==> src/rtl/kwdg_pkg.sv <==
package kwdg_pkg;

  localparam int REG_AW = 5;
  localparam int KEY_W  = 16;

  localparam logic [REG_AW-1:0] OFS_KEY = 5'h00;
  localparam logic [REG_AW-1:0] OFS_PRE = 5'h04;
  localparam logic [REG_AW-1:0] OFS_RLD = 5'h08;
  localparam logic [REG_AW-1:0] OFS_STS = 5'h0C;
  localparam logic [REG_AW-1:0] OFS_WIN = 5'h10;

  localparam logic [KEY_W-1:0] KEY_START = 16'hCCCC;
  localparam logic [KEY_W-1:0] KEY_FEED  = 16'hAAAA;
  localparam logic [KEY_W-1:0] KEY_OPEN  = 16'h5555;
  localparam logic [KEY_W-1:0] KEY_SHUT  = 16'h0000;

  typedef enum logic [2:0] {
    CMD_NONE,
    CMD_START,
    CMD_FEED,
    CMD_OPEN,
    CMD_SHUT
  } key_cmd_e;

  function automatic key_cmd_e decode_key(input logic [KEY_W-1:0] k);
    case (k)
      KEY_START: return CMD_START;
      KEY_FEED:  return CMD_FEED;
      KEY_OPEN:  return CMD_OPEN;
      KEY_SHUT:  return CMD_SHUT;
      default:   return CMD_NONE;
    endcase
  endfunction

  // Terminal count of the divider: 2^(min(field,max_field)+2) - 1.
  function automatic int unsigned pre_limit(input int unsigned field,
                                            input int unsigned max_field);
    int unsigned f;
    f = (field > max_field) ? max_field : field;
    return (32'd1 << (f + 2)) - 1;
  endfunction

endpackage

==> src/rtl/kwdg_keydec.sv <==
module kwdg_keydec
  import kwdg_pkg::*;
(
  input  logic              clk,
  input  logic              rst_n,
  input  logic              we,
  input  logic [REG_AW-1:0] addr,
  input  logic [KEY_W-1:0]  wdata,
  output logic              start_ev,
  output logic              feed_ev,
  output logic              running,
  output logic              unlocked,
  output logic              pre_wr,
  output logic              rld_wr
);

  key_cmd_e cmd;

  always_comb begin
    cmd = CMD_NONE;
    if (we && addr == OFS_KEY) cmd = decode_key(wdata);
  end

  assign start_ev = (cmd == CMD_START);
  assign feed_ev  = (cmd == CMD_FEED);
  assign pre_wr   = we && (addr == OFS_PRE) && unlocked;
  assign rld_wr   = we && (addr == OFS_RLD) && unlocked;

  always_ff @(posedge clk) begin
    if (!rst_n) begin
      running  <= 1'b0;
      unlocked <= 1'b0;
    end else begin
      if (cmd == CMD_START) running <= 1'b1;
      if (cmd == CMD_OPEN)       unlocked <= 1'b1;
      else if (cmd == CMD_SHUT)  unlocked <= 1'b0;
    end
  end

endmodule

==> src/rtl/kwdg_cfgreg.sv <==
module kwdg_cfgreg #(
  parameter int          W     = 12,
  parameter logic [W-1:0] RST  = '0,
  parameter int          LAT   = 4,
  localparam int         LAT_W = $clog2(LAT + 1)
) (
  input  logic         clk,
  input  logic         rst_n,
  input  logic         wr,
  input  logic [W-1:0] din,
  output logic [W-1:0] staged,
  output logic [W-1:0] active,
  output logic         pend
);

  logic [LAT_W-1:0] dly;

  always_ff @(posedge clk) begin
    if (!rst_n) begin
      staged <= RST;
      active <= RST;
      pend   <= 1'b0;
      dly    <= '0;
    end else if (wr) begin
      staged <= din;
      pend   <= 1'b1;
      dly    <= LAT_W'(LAT);
    end else if (pend) begin
      if (dly == LAT_W'(1)) begin
        pend   <= 1'b0;
        active <= staged;
      end else begin
        dly <= dly - 1'b1;
      end
    end
  end

endmodule

==> src/rtl/kwdg_prescaler.sv <==
module kwdg_prescaler
  import kwdg_pkg::*;
#(
  parameter int FW   = 4,
  parameter int MAXF = 8,
  localparam int PCW = MAXF + 2
) (
  input  logic          clk,
  input  logic          rst_n,
  input  logic          running,
  input  logic          restart,
  input  logic [FW-1:0] field,
  output logic          tick
);

  logic [PCW-1:0] pre_cnt;
  logic [PCW-1:0] limit;

  assign limit = PCW'(pre_limit(32'(field), MAXF));
  assign tick  = running && (pre_cnt >= limit);

  always_ff @(posedge clk) begin
    if (!rst_n)               pre_cnt <= '0;
    else if (restart || tick) pre_cnt <= '0;
    else if (running)         pre_cnt <= pre_cnt + 1'b1;
  end

endmodule

==> src/rtl/kwdg_downcnt.sv <==
module kwdg_downcnt #(
  parameter int CW = 12
) (
  input  logic          clk,
  input  logic          rst_n,
  input  logic          tick,
  input  logic          load,
  input  logic [CW-1:0] reload_val,
  output logic          zero,
  output logic          req
);

  logic [CW-1:0] cnt;

  assign zero = (cnt == '0);

  always_ff @(posedge clk) begin
    if (!rst_n) begin
      cnt <= '1;
      req <= 1'b0;
    end else begin
      req <= 1'b0;
      if (load) begin
        cnt <= reload_val;
      end else if (tick) begin
        if (zero) begin
          cnt <= reload_val;
          req <= 1'b1;
        end else begin
          cnt <= cnt - 1'b1;
        end
      end
    end
  end

endmodule

==> src/rtl/kwdg_top.sv <==
module kwdg_top
  import kwdg_pkg::*;
#(
  parameter int CNT_W    = 12,
  parameter int PRE_FW   = 4,
  parameter int PRE_MAX  = 8,
  parameter int SYNC_LAT = 4
) (
  input  logic              clk,
  input  logic              rst_n,
  input  logic [REG_AW-1:0] bus_addr,
  input  logic [KEY_W-1:0]  bus_wdata,
  input  logic              bus_we,
  output logic [KEY_W-1:0]  bus_rdata,
  output logic              rst_req
);

  localparam logic [CNT_W-1:0]  RLD_RST = '1;
  localparam logic [PRE_FW-1:0] PRE_RST = '0;

  logic              start_ev, feed_ev, running_w, unlocked_w;
  logic              pre_wr, rld_wr, pvu, rvu, tick_w, cnt_zero, load_ev;
  logic [PRE_FW-1:0] pre_staged, pre_active;
  logic [CNT_W-1:0]  rld_staged, rld_active;

  assign load_ev = start_ev || feed_ev;

  kwdg_keydec u_key (
    .clk(clk), .rst_n(rst_n), .we(bus_we), .addr(bus_addr), .wdata(bus_wdata),
    .start_ev(start_ev), .feed_ev(feed_ev), .running(running_w),
    .unlocked(unlocked_w), .pre_wr(pre_wr), .rld_wr(rld_wr)
  );

  kwdg_cfgreg #(.W(PRE_FW), .RST(PRE_RST), .LAT(SYNC_LAT)) u_pre_reg (
    .clk(clk), .rst_n(rst_n), .wr(pre_wr), .din(bus_wdata[PRE_FW-1:0]),
    .staged(pre_staged), .active(pre_active), .pend(pvu)
  );

  kwdg_cfgreg #(.W(CNT_W), .RST(RLD_RST), .LAT(SYNC_LAT)) u_rld_reg (
    .clk(clk), .rst_n(rst_n), .wr(rld_wr), .din(bus_wdata[CNT_W-1:0]),
    .staged(rld_staged), .active(rld_active), .pend(rvu)
  );

  kwdg_prescaler #(.FW(PRE_FW), .MAXF(PRE_MAX)) u_pre (
    .clk(clk), .rst_n(rst_n), .running(running_w), .restart(load_ev),
    .field(pre_active), .tick(tick_w)
  );

  kwdg_downcnt #(.CW(CNT_W)) u_cnt (
    .clk(clk), .rst_n(rst_n), .tick(tick_w), .load(load_ev),
    .reload_val(rld_active), .zero(cnt_zero), .req(rst_req)
  );

  always_comb begin
    case (bus_addr)
      OFS_PRE: bus_rdata = KEY_W'(pre_staged);
      OFS_RLD: bus_rdata = KEY_W'(rld_staged);
      OFS_STS: bus_rdata = KEY_W'({rvu, pvu});
      default: bus_rdata = '0;
    endcase
  end

endmodule

==> config.mk <==
export PLATFORM = sky130hd
export DESIGN_NAME = kwdg_top
export DESIGN_NICKNAME = d
export VERILOG_FILES = /design/src/rtl/kwdg_pkg.sv /design/src/rtl/kwdg_keydec.sv /design/src/rtl/kwdg_cfgreg.sv /design/src/rtl/kwdg_prescaler.sv /design/src/rtl/kwdg_downcnt.sv /design/src/rtl/kwdg_top.sv
export SDC_FILE = /design/constraint.sdc
export NUM_CORES = 1
export LEC_CHECK = 0
export ABC_AREA = 1
export BUFFER_PORTS_ARGS = -buffer_cell sky130_fd_sc_hd__buf_2
export CAP_MARGIN = 20
export CORE_MARGIN = 2
export CORE_UTILIZATION = 35
export CTS_CLUSTER_DIAMETER = 60
export CTS_CLUSTER_SIZE = 24
export DETAILED_ROUTE_END_ITERATION = 8
export SYNTH_ARGS = -nofsm -noshare
export SYNTH_HDL_FRONTEND = slang
export SYNTH_HIERARCHICAL = 1
export SYNTH_SLANG_ARGS = --single-unit
==> constraint.sdc <==
create_clock -name clk -period 3.74 [get_ports clk]
set_input_delay 0.187 -clock clk [delete_from_list [all_inputs] [get_ports clk]]
set_output_delay 0.187 -clock clk [all_outputs]
set_load 0.01 [all_outputs]
# [After elaboration in Yosys (flattened, before gate mapping)]
# Cells that the tools add are included.
[totals] regBits=65 inputBits=24 out_inout_bits=17
[classes] add_sub_neg=6 magnitude_cmp=2 n_eq_ne=14 n_shift=1 muxes=22 bitwise=6 reduce_logical=25
[ops] operator="12-bit two-way mux" count=3
[ops] operator="12-bit case mux with 3 select lines" count=1
[ops] operator="32-bit by 2-bit adder with 32-bit output, second input constant" count=1
[ops] operator="16-bit equality test, second input constant" count=2
[ops] operator="1-bit by 32-bit left shift with 10-bit output, first input constant" count=1
[ops] operator="3-bit two-way mux" count=7
[ops] operator="16-bit by 15-bit equality test with 1-bit output, second input constant" count=1
[ops] operator="16-bit zero test" count=1
[ops] operator="12-bit zero test" count=1
[ops] operator="3-bit case mux with 4 select lines" count=1
[ops] operator="12-bit by 1-bit subtractor with 12-bit output, second input constant" count=1
[ops] operator="10-bit by 1-bit adder with 10-bit output, second input constant" count=1
[ops] operator="5-bit by 4-bit equality test with 1-bit output, second input constant" count=2
[ops] operator="10-bit >= comparator" count=1
[ops] operator="10-bit by 1-bit subtractor with 10-bit output, second input constant" count=1
[ops] operator="3-bit by 1-bit equality test with 1-bit output, second input constant" count=3
[ops] operator="1-bit two-way mux" count=9
[ops] operator="2-bit AND reduction" count=4
[ops] operator="2-bit nonzero test" count=4
[ops] operator="3-bit by 2-bit equality test with 1-bit output, second input constant" count=2
[ops] operator="1-bit logical AND" count=6
[ops] operator="1-bit NOT" count=6
[ops] operator="3-bit AND reduction" count=2
[ops] operator="2-bit OR reduction" count=3
[ops] operator="other kinds (9)" count=12

# [Depth between registers and ports, before layout]
# Gate-level depths: netlist of run 1.
[logic_depth] ltp_word=9 ltp_mapped=28 ltp_nobuf=28

# [By module]
# The synthesis of run 1 kept the hierarchy.
[modules_own_cells] mod="kwdg_cfgreg (u_rld_reg)" n_inst=1 cells_per_inst=135 area_per_inst_um2=1058.5 seq_area_each_um2=560.5
[modules_own_cells] mod="kwdg_downcnt" n_inst=1 cells_per_inst=155 area_per_inst_um2=959.7 seq_area_each_um2=260.2
[modules_own_cells] mod="kwdg_prescaler" n_inst=1 cells_per_inst=144 area_per_inst_um2=930.9 seq_area_each_um2=200.2
[modules_own_cells] mod="kwdg_keydec" n_inst=1 cells_per_inst=114 area_per_inst_um2=523.0 seq_area_each_um2=40.0
[modules_own_cells] mod="kwdg_cfgreg (u_pre_reg)" n_inst=1 cells_per_inst=62 area_per_inst_um2=520.5 seq_area_each_um2=240.2
[modules_own_cells] mod="kwdg_top" n_inst=1 cells_per_inst=43 area_per_inst_um2=247.7 seq_area_each_um2=0.0

# [Worst setup path after synthesis of run 1]
# No wires, ideal clock.
[synth_timing] kind="reg-to-reg" startpoint="register u_pre_reg.active[3]" endpoint="register u_cnt.cnt[0]" setup_ns=0.059 t_arrival_ns=3.063 setup_slack_ns=0.618 path_stages_with_launch=28 n_path_buf=2 synth_period_minus_slack_ns=3.122 cell_sequence="dfxtp_1 > buf_2 > o21ai_0 > nand2_1 > inv_1 > ha_1 > nand2_1 > inv_1 > nor2_2 > nor2_2 > nand2_1 > ha_1 > nand2_1 > nand2_1 > nand2_1 > ha_1 > nand2_1 > inv_1 > nand2_1 > nand2_1 > nand2_1 > nand3_1 > nand2_1 > inv_1 > nor2_1 > clkbuf_1 > a21oi_1 > nand2_1"
[synth_between] elab_chain_cells=8
[synth_lines] element="start: declaration" line="kwdg_cfgreg.sv:12" source="output logic [W-1:0] active,"
[synth_lines] element="start signal: assignment" line="kwdg_cfgreg.sv:31" source="active <= staged;"
[synth_lines] element="4-bit > comparator" line="kwdg_pkg.sv:39" source="f = (field > max_field) ? max_field : field;"
[synth_lines] element="4-bit two-way mux (*)" line="kwdg_pkg.sv:39"
[synth_lines] element="32-bit by 2-bit adder with 32-bit output (*)" line="kwdg_pkg.sv:40" source="return (32'd1 << (f + 2)) - 1;"
[synth_lines] element="1-bit by 32-bit left shift with 10-bit output (*)" line="kwdg_pkg.sv:40"
[synth_lines] element="10-bit by 1-bit subtractor with 10-bit output (*)" line="kwdg_pkg.sv:40"
[synth_lines] element="10-bit >= comparator (*)" line="kwdg_prescaler.sv:20" source="assign tick = running && (pre_cnt >= limit);"
[synth_lines] element="1-bit logical AND (*)" line="kwdg_prescaler.sv:20"
[synth_lines] element="via tick_w" line="kwdg_top.sv:22" source="logic pre_wr, rld_wr, pvu, rvu, tick_w, cnt_zero, load_ev;"
[synth_lines] element="2-bit nonzero test (no source line) (*)"
[synth_lines] element="end signal: assignment" line="kwdg_downcnt.sv:24" source="cnt <= reload_val;"
[synth_lines] element="end signal: assignment" line="kwdg_downcnt.sv:27" source="cnt <= reload_val;"
[synth_lines] element="end signal: assignment" line="kwdg_downcnt.sv:30" source="cnt <= cnt - 1'b1;"
[synth_lines] element="end: declaration" line="kwdg_downcnt.sv:13" source="logic [CW-1:0] cnt;"
# Mark *: on every way through the listed nets, which the timed path passes. The rest lies on a longest branch.
# A chain may end at the register's enable or synchronous reset.

# [Final worst setup path of run 1]
[layout_timing] startpoint="register u_pre_reg.active[3]" endpoint="register u_cnt.cnt[3]"
# The elaborated chain is that of the path after synthesis.

==> flow_summary.toml, run 1 <==
[sta]
layout_worst_path_cycle_share = 0.889
timing.final.hold_violations = 0
period_minus_slack_ns = 3.33
setup_viol = 0
timing.final.max_slew_violations = 0
rsz0062_at_grt = "no"
max-slew-margin-rel = 0.518
skew_ns = 0.00726
setup_total_negative_slack_ns = 0
fmax_mhz = 301
worstMarginPinSlew_ns = 0.722
layout_setup_ws_ns = 0.414

[clock_tree]
max-clock-path-buffers = 2
worst_skew_pair.late_latency_ns = 0.33
clock-sinks = 65
tritoncts.num_buffers = 9
cts_tree = "yes"
cts_setup_buffers = 0
cts.htree.levels = 3
clockRootBuffer = "clkbuf_16"
clk_pin_slew_ns = 0.05

[drt]
routed_via_density = 4.75
remaining_drc_errors = 0
antenna_violating_nets_post_route = 0
drt-wirelength-per-cell_um = 11.4
initialDrtViolationCount = 148
drt_pre_antenna_iters = 5
wirelength_mm = 9.55
num_vias = 3984

[floorplanning]
die_h_um = 114
io_pins = 41
initial_utilization = 0.356
fp.dieArea_mm2 = 0.0130
rows = 40
floorplan.die.width_um = 114
fp.coreArea_mm2 = 0.0119

[synthesis]
syn_avg_cell_area_um2 = 6.50
synthesis.yosys.warnings = 6
synth_cells = 652
syn_area_mm2 = 0.00424

[placement]
gp_congestion = 0.865
placed_area_mm2 = 0.00452
port_bufs = 36
dp.final_hpwl_mm = 7.40
place_ws_ns = 0.417

[pwr]
leakagePower_nw = 2.50
p_seq_frac = 0.431
irDropWorstVdd_uv = 159
cell_internal_pwr_mw = 1.26
power.share.clock = 0.520
combinationalPowerShare = 0.048
swShare = 0.215
pwr_density_cell_mw_per_mm2 = 333
netSwitchingPower_mw = 0.346

[setup_path]
worstSetupStartpointType = "register"
cp_slowest_stage_delay_ns = 0.48
worstSetupPathType = "register to register"
worstPathRequired_ns = 3.96
path_delay_family = "simple AND/OR/NAND/NOR gates"
critical_path_buf_inv_count = 5
cp_data_arrival_time_ns = 3.54
critical-path-slowest-cell = "dfxtp_1"
critPathCaptureType = "register"
cpMostUsedCell = "nand2_1"
cp_max_fanout = 16

[hold_path]
min-delay-path-class = "input pin to register"

[global_routing]
grt_max_degree = 42
gr-usage-all-layers = 0.157
global_route_total_overflow = 0
antenna_violations_before_repair = 0
number_of_global_route_vias_before_repair = 3751
grt_first_pass_wirelength_mm = 16.5

[final_layout]
num_antenna_cells = 0
final_area_mm2 = 0.00482
fillCellCount = 1251
num-nets-final = 730
multi_input_comb_area_mm2 = 0.00245
final_layout_size_suffix_gt1_frac = 0.162
syn_to_final_growth_pct = 13.9
seqCellArea_mm2 = 0.00130

[flow_run]
reported_max_cap_violation_count = 0

[run_status]
run_status = "complete, no violations"
-- placed cells by master (no fill, tap or decap), types with 4 or more instances in the layout --
cell,instances
nand2_1,191
inv_1,89
nor2_1,71
dfxtp_1,65
nand3_1,63
buf_2,36
a21oi_1,27
ha_1,19
nand4_1,16
inv_2,12
nor2_2,10
clkbuf_16,9
nor2_4,7
xnor2_1,6
or2_2,5
nand2_2,5
conb_1,4
nand2_4,4
xor2_1,4
o211a_1,4
-- flip-flops by register name, summed over array words and instances, names as in the netlist --
signal and flops:
u_rld_reg/active 12, u_rld_reg/staged 12, u_key/running 1, u_cnt/cnt 12, u_pre_reg/active 4, u_pre_reg/pend 1
u_pre/pre_cnt 10, u_rld_reg/pend 1, u_pre_reg/dly 3, u_cnt/req 1, u_pre_reg/staged 4, u_key/unlocked 1
u_rld_reg/dly 3
-- path summary, 6_finish.rpt --
path,startpoint,end,slack [ns],depth (start not counted)
max,u_pre_reg/active[3],u_cnt/cnt[3],0.41,26
min,bus_wdata[9],u_rld_reg/staged[9],0.12,3
max reg2reg,u_pre_reg/active[3],u_cnt/cnt[3],0.41,26
min reg2reg,u_key/unlocked,u_key/unlocked,0.46,2
-- layout make-up --
cell class	instances	area share
inverters	104	0.0815
repair buffers	38	0.0405
clock inverters	3	0.00830
clock buffers	12	0.0532
multi-input cells	469	0.509
flip-flops and latches	65	0.270
well taps	147	0.0381
-- power groups by stage --
stage,registers (mW),clock network [mW],logic [mW]
after floorplan,0.708,0,0.0440
after global placement,0.708,0,0.0762
after detailed placement,0.708,0,0.0777
after CTS,0.693,0.858,0.0780
after global routing,0.692,0.884,0.0883
final,0.693,0.836,0.0778
-- tightest hold or removal path, delay by kind of cell --
kind	cells	cell delay, ns
buffers and inverters	1	0.11
AND/OR/NAND/NOR	2	0.11
-- timing repair --
action                                  4_1_cts  5_1_grt
endpoints found under the setup margin        0        3
resized for setup                             0        2
hold buffers                                  0        0
-- layer usage --
| metal | vias to the layer above | global-route usage | wire (um) |
|---|---|---|---|
| met3 | 13 | 0.0282 | 431 |
| met1 | 1786 | 0.194 | 4410 |
| li1 | 2106 | - | - |
| met4 | 0 | 0.0675 | 163 |
| met2 | 79 | 0.266 | 4540 |
| met5 | - | 0 | 0 |
-- metrics by stage --
stage,hold slack (ns),total power [mW],utilization,cells
after floorplan,0.296,0.752,-,655
after detailed placement,0.455,0.785,0.380,823
after global routing,0.146,1.66,0.405,838
final,0.116,1.61,0.405,838
after CTS,0.112,1.63,0.404,838
after global placement,0.452,0.784,0.380,823
Power figures use the tool's default switching activity.
==> run 2, diff against run 1 <==
--- a/config.mk
+++ b/config.mk
@@ -9,10 +9,11 @@
 export BUFFER_PORTS_ARGS = -buffer_cell sky130_fd_sc_hd__buf_2
 export CAP_MARGIN = 20
 export CORE_MARGIN = 2
-export CORE_UTILIZATION = 35
+export CORE_UTILIZATION = 45
 export CTS_CLUSTER_DIAMETER = 60
 export CTS_CLUSTER_SIZE = 24
 export DETAILED_ROUTE_END_ITERATION = 8
+export MAX_ROUTING_LAYER = met4
 export SYNTH_ARGS = -nofsm -noshare
 export SYNTH_HDL_FRONTEND = slang
 export SYNTH_HIERARCHICAL = 1
==> run 2 against run 1 <==
- cell area is 2.5% lower
- sequential share of layout area is 0.72 points higher
- clock skew is 0.0054 ns higher
- cell count is 4.2% lower
- setup slack better by 0.11 ns
- clock-buffer cell count is 3 lower
- global-route usage is 4.0 points higher
- first-iteration DRC count is 24% lower
- highest routed layer unchanged
==> flow_summary.toml, run 2 (synthesis gave the netlist of run 1 again) <==
[global_routing]
gr-usage-all-layers = 0.197
global_route_total_overflow = 0
grt_max_degree = 42
antenna_violations_before_repair = 0
number_of_global_route_vias_before_repair = 3640
grt_first_pass_wirelength_mm = 15.9

[clock_tree]
cts.htree.levels = 3
cts_setup_buffers = 0
max-clock-path-buffers = 2
clockRootBuffer = "clkbuf_8"
clock-sinks = 65
cts_tree = "yes"
clk_pin_slew_ns = 0.08
tritoncts.num_buffers = 9
worst_skew_pair.late_latency_ns = 0.34

[final_layout]
final_layout_size_suffix_gt1_frac = 0.166
num_antenna_cells = 0
syn_to_final_growth_pct = 11.0
mostFrequentLayoutCell = "nand2_1"
most_used_cells_in_the_layout_excluding_fill_and_tap_cells = "nand2_1, inv_1, nor2_1, dfxtp_1, nand3_1"
instances_no_fill = 803
final_area_mm2 = 0.00470
largestRegisters = "u_cnt/cnt (12), u_rld_reg/active (12), u_rld_reg/staged (12)"
fillCellCount = 927
fin_util = 0.511
num-nets-final = 730

[drt]
num_vias = 3921
drt-wirelength-per-cell_um = 11.2
drt_pre_antenna_iters = 4
antenna_violating_nets_post_route = 0
wirelength_mm = 9.00
routed_via_density = 4.88
initialDrtViolationCount = 113
remaining_drc_errors = 0

[pwr]
combinationalPowerShare = 0.053
leakagePower_nw = 2.45
swShare = 0.237
netSwitchingPower_mw = 0.338
pwr_density_cell_mw_per_mm2 = 303
power.share.clock = 0.461
irDropWorstVdd_uv = 162
p_seq_frac = 0.485
cell_internal_pwr_mw = 1.09

[sta]
worstMarginPinSlew_ns = 0.718
rsz0062_at_grt = "no"
setup_total_negative_slack_ns = 0
timing.final.max_slew_violations = 0
fmax_mhz = 311
layout_setup_ws_ns = 0.523
period_minus_slack_ns = 3.22
setup_viol = 0
timing.final.hold_violations = 0
skew_ns = 0.0126
max-slew-margin-rel = 0.521
layout_worst_path_cycle_share = 0.860

[placement]
place_ws_ns = 0.472
placed_area_mm2 = 0.00448
placed_cells = 787
dp.final_hpwl_mm = 7.05
gp_congestion = 0.885
port_bufs = 36

[floorplanning]
io_pins = 41
rows = 35
floorplan.die.width_um = 101
fp.dieArea_mm2 = 0.0102
initial_utilization = 0.461
die_h_um = 101
fp.coreArea_mm2 = 0.00920

[hold_path]
min-delay-path-class = "input pin to register"

[setup_path]
critPathCaptureType = "register"
cp_data_arrival_time_ns = 3.46
cp_max_fanout = 16
cp_slowest_stage_delay_ns = 0.37
worstSetupStartpointType = "register"
worstSetupPathType = "register to register"
critical-path-slowest-cell = "dfxtp_1"
path_delay_family = "simple AND/OR/NAND/NOR gates"
critical_path_buf_inv_count = 4
cpMostUsedCell = "nand2_1"
ordered_cell_list_for_the_critical_path = "inv_1 > nand2_1 > o21ai_0 > nand2_1 > inv_1 > ha_1 > nor2_1 > nor2_4 > nor2_2 > nand3_1 > ha_1 > nand3_1 > nand2_1 > ha_1 > nand2_1 > nor2_1 > nand3_1 > nand3_1 > nand2_1 > inv_1 > nor2_1 > buf_4 > a21oi_1 > nand2_1"
worstPathRequired_ns = 3.98

[flow_run]
reported_max_cap_violation_count = 0

[run_status]
run_status = "complete, no violations"
## run 2: cell type report
type | instances | area [um^2] | share of cell area
clock inverter | 7 | 95.1 | 0.0202
tap | 111 | 139 | 0.0295
clock buffer | 9 | 124 | 0.0263
sequential | 65 | 1300 | 0.277
inverter | 104 | 393 | 0.0836
multi-input combinational | 469 | 2450 | 0.522
timing repair buffer | 38 | 195 | 0.0415
## run 2: power by group through the flow
stage | clock network (mW) | registers [mW] | logic, mW
after floorplan | 0 | 0.708 | 0.0440
final | 0.657 | 0.692 | 0.0761
after global placement | 0 | 0.708 | 0.0759
after global routing | 0.711 | 0.691 | 0.0859
after detailed placement | 0 | 0.708 | 0.0766
after CTS | 0.675 | 0.691 | 0.0766
## run 2: routing by layer
| layer | part of all wire | GRT usage | vias to the layer above |
|---|---|---|---|
| met4 | 0.015 | 0.0603 | 0 |
| met2 | 0.45 | 0.317 | 66 |
| met3 | 0.031 | 0.0388 | 15 |
| met5 | 0 | - | - |
| li1 | - | - | 2093 |
| met1 | 0.50 | 0.251 | 1747 |
## run 2: repair_timing
| action | 4_1_cts | 5_1_grt |
|---|---|---|
| hold buffers | 0 | 0 |
| resized for setup | 0 | 3 |
| setup endpoints to repair | 0 | 11 |
## run 2: worst paths after layout
path | from | end | slack [ns] | cells past startpoint
worst max-delay path | u_pre_reg/active[1] | u_cnt/cnt[10] | 0.52 | 24
worst min-delay path | bus_wdata[9] | u_rld_reg/staged[9] | 0.09 | 3
worst min register to register | u_key/unlocked | u_key/unlocked | 0.46 | 2
worst max register to register | u_pre_reg/active[1] | u_cnt/cnt[10] | 0.52 | 24
## run 2: metrics by stage
step           hold slack, ns  power, mW
3_3_place_gp            0.433      0.784
6_report               0.0902       1.42
2_1_floorplan           0.296      0.752
4_1_cts                0.0845       1.44
3_5_place_dp            0.445      0.784
5_1_grt                0.0954       1.49
## run 2: worst register-to-register path: cells and delay by family, from the launching register on
kind / cells / cell delay [ns]
and+or+nand+nor: 15 / 1.39
adders and majority gates: 3 / 0.72
buffers and inverters: 4 / 0.40
DFF: 1 / 0.37
AOI/OAI and AO/OA: 2 / 0.23
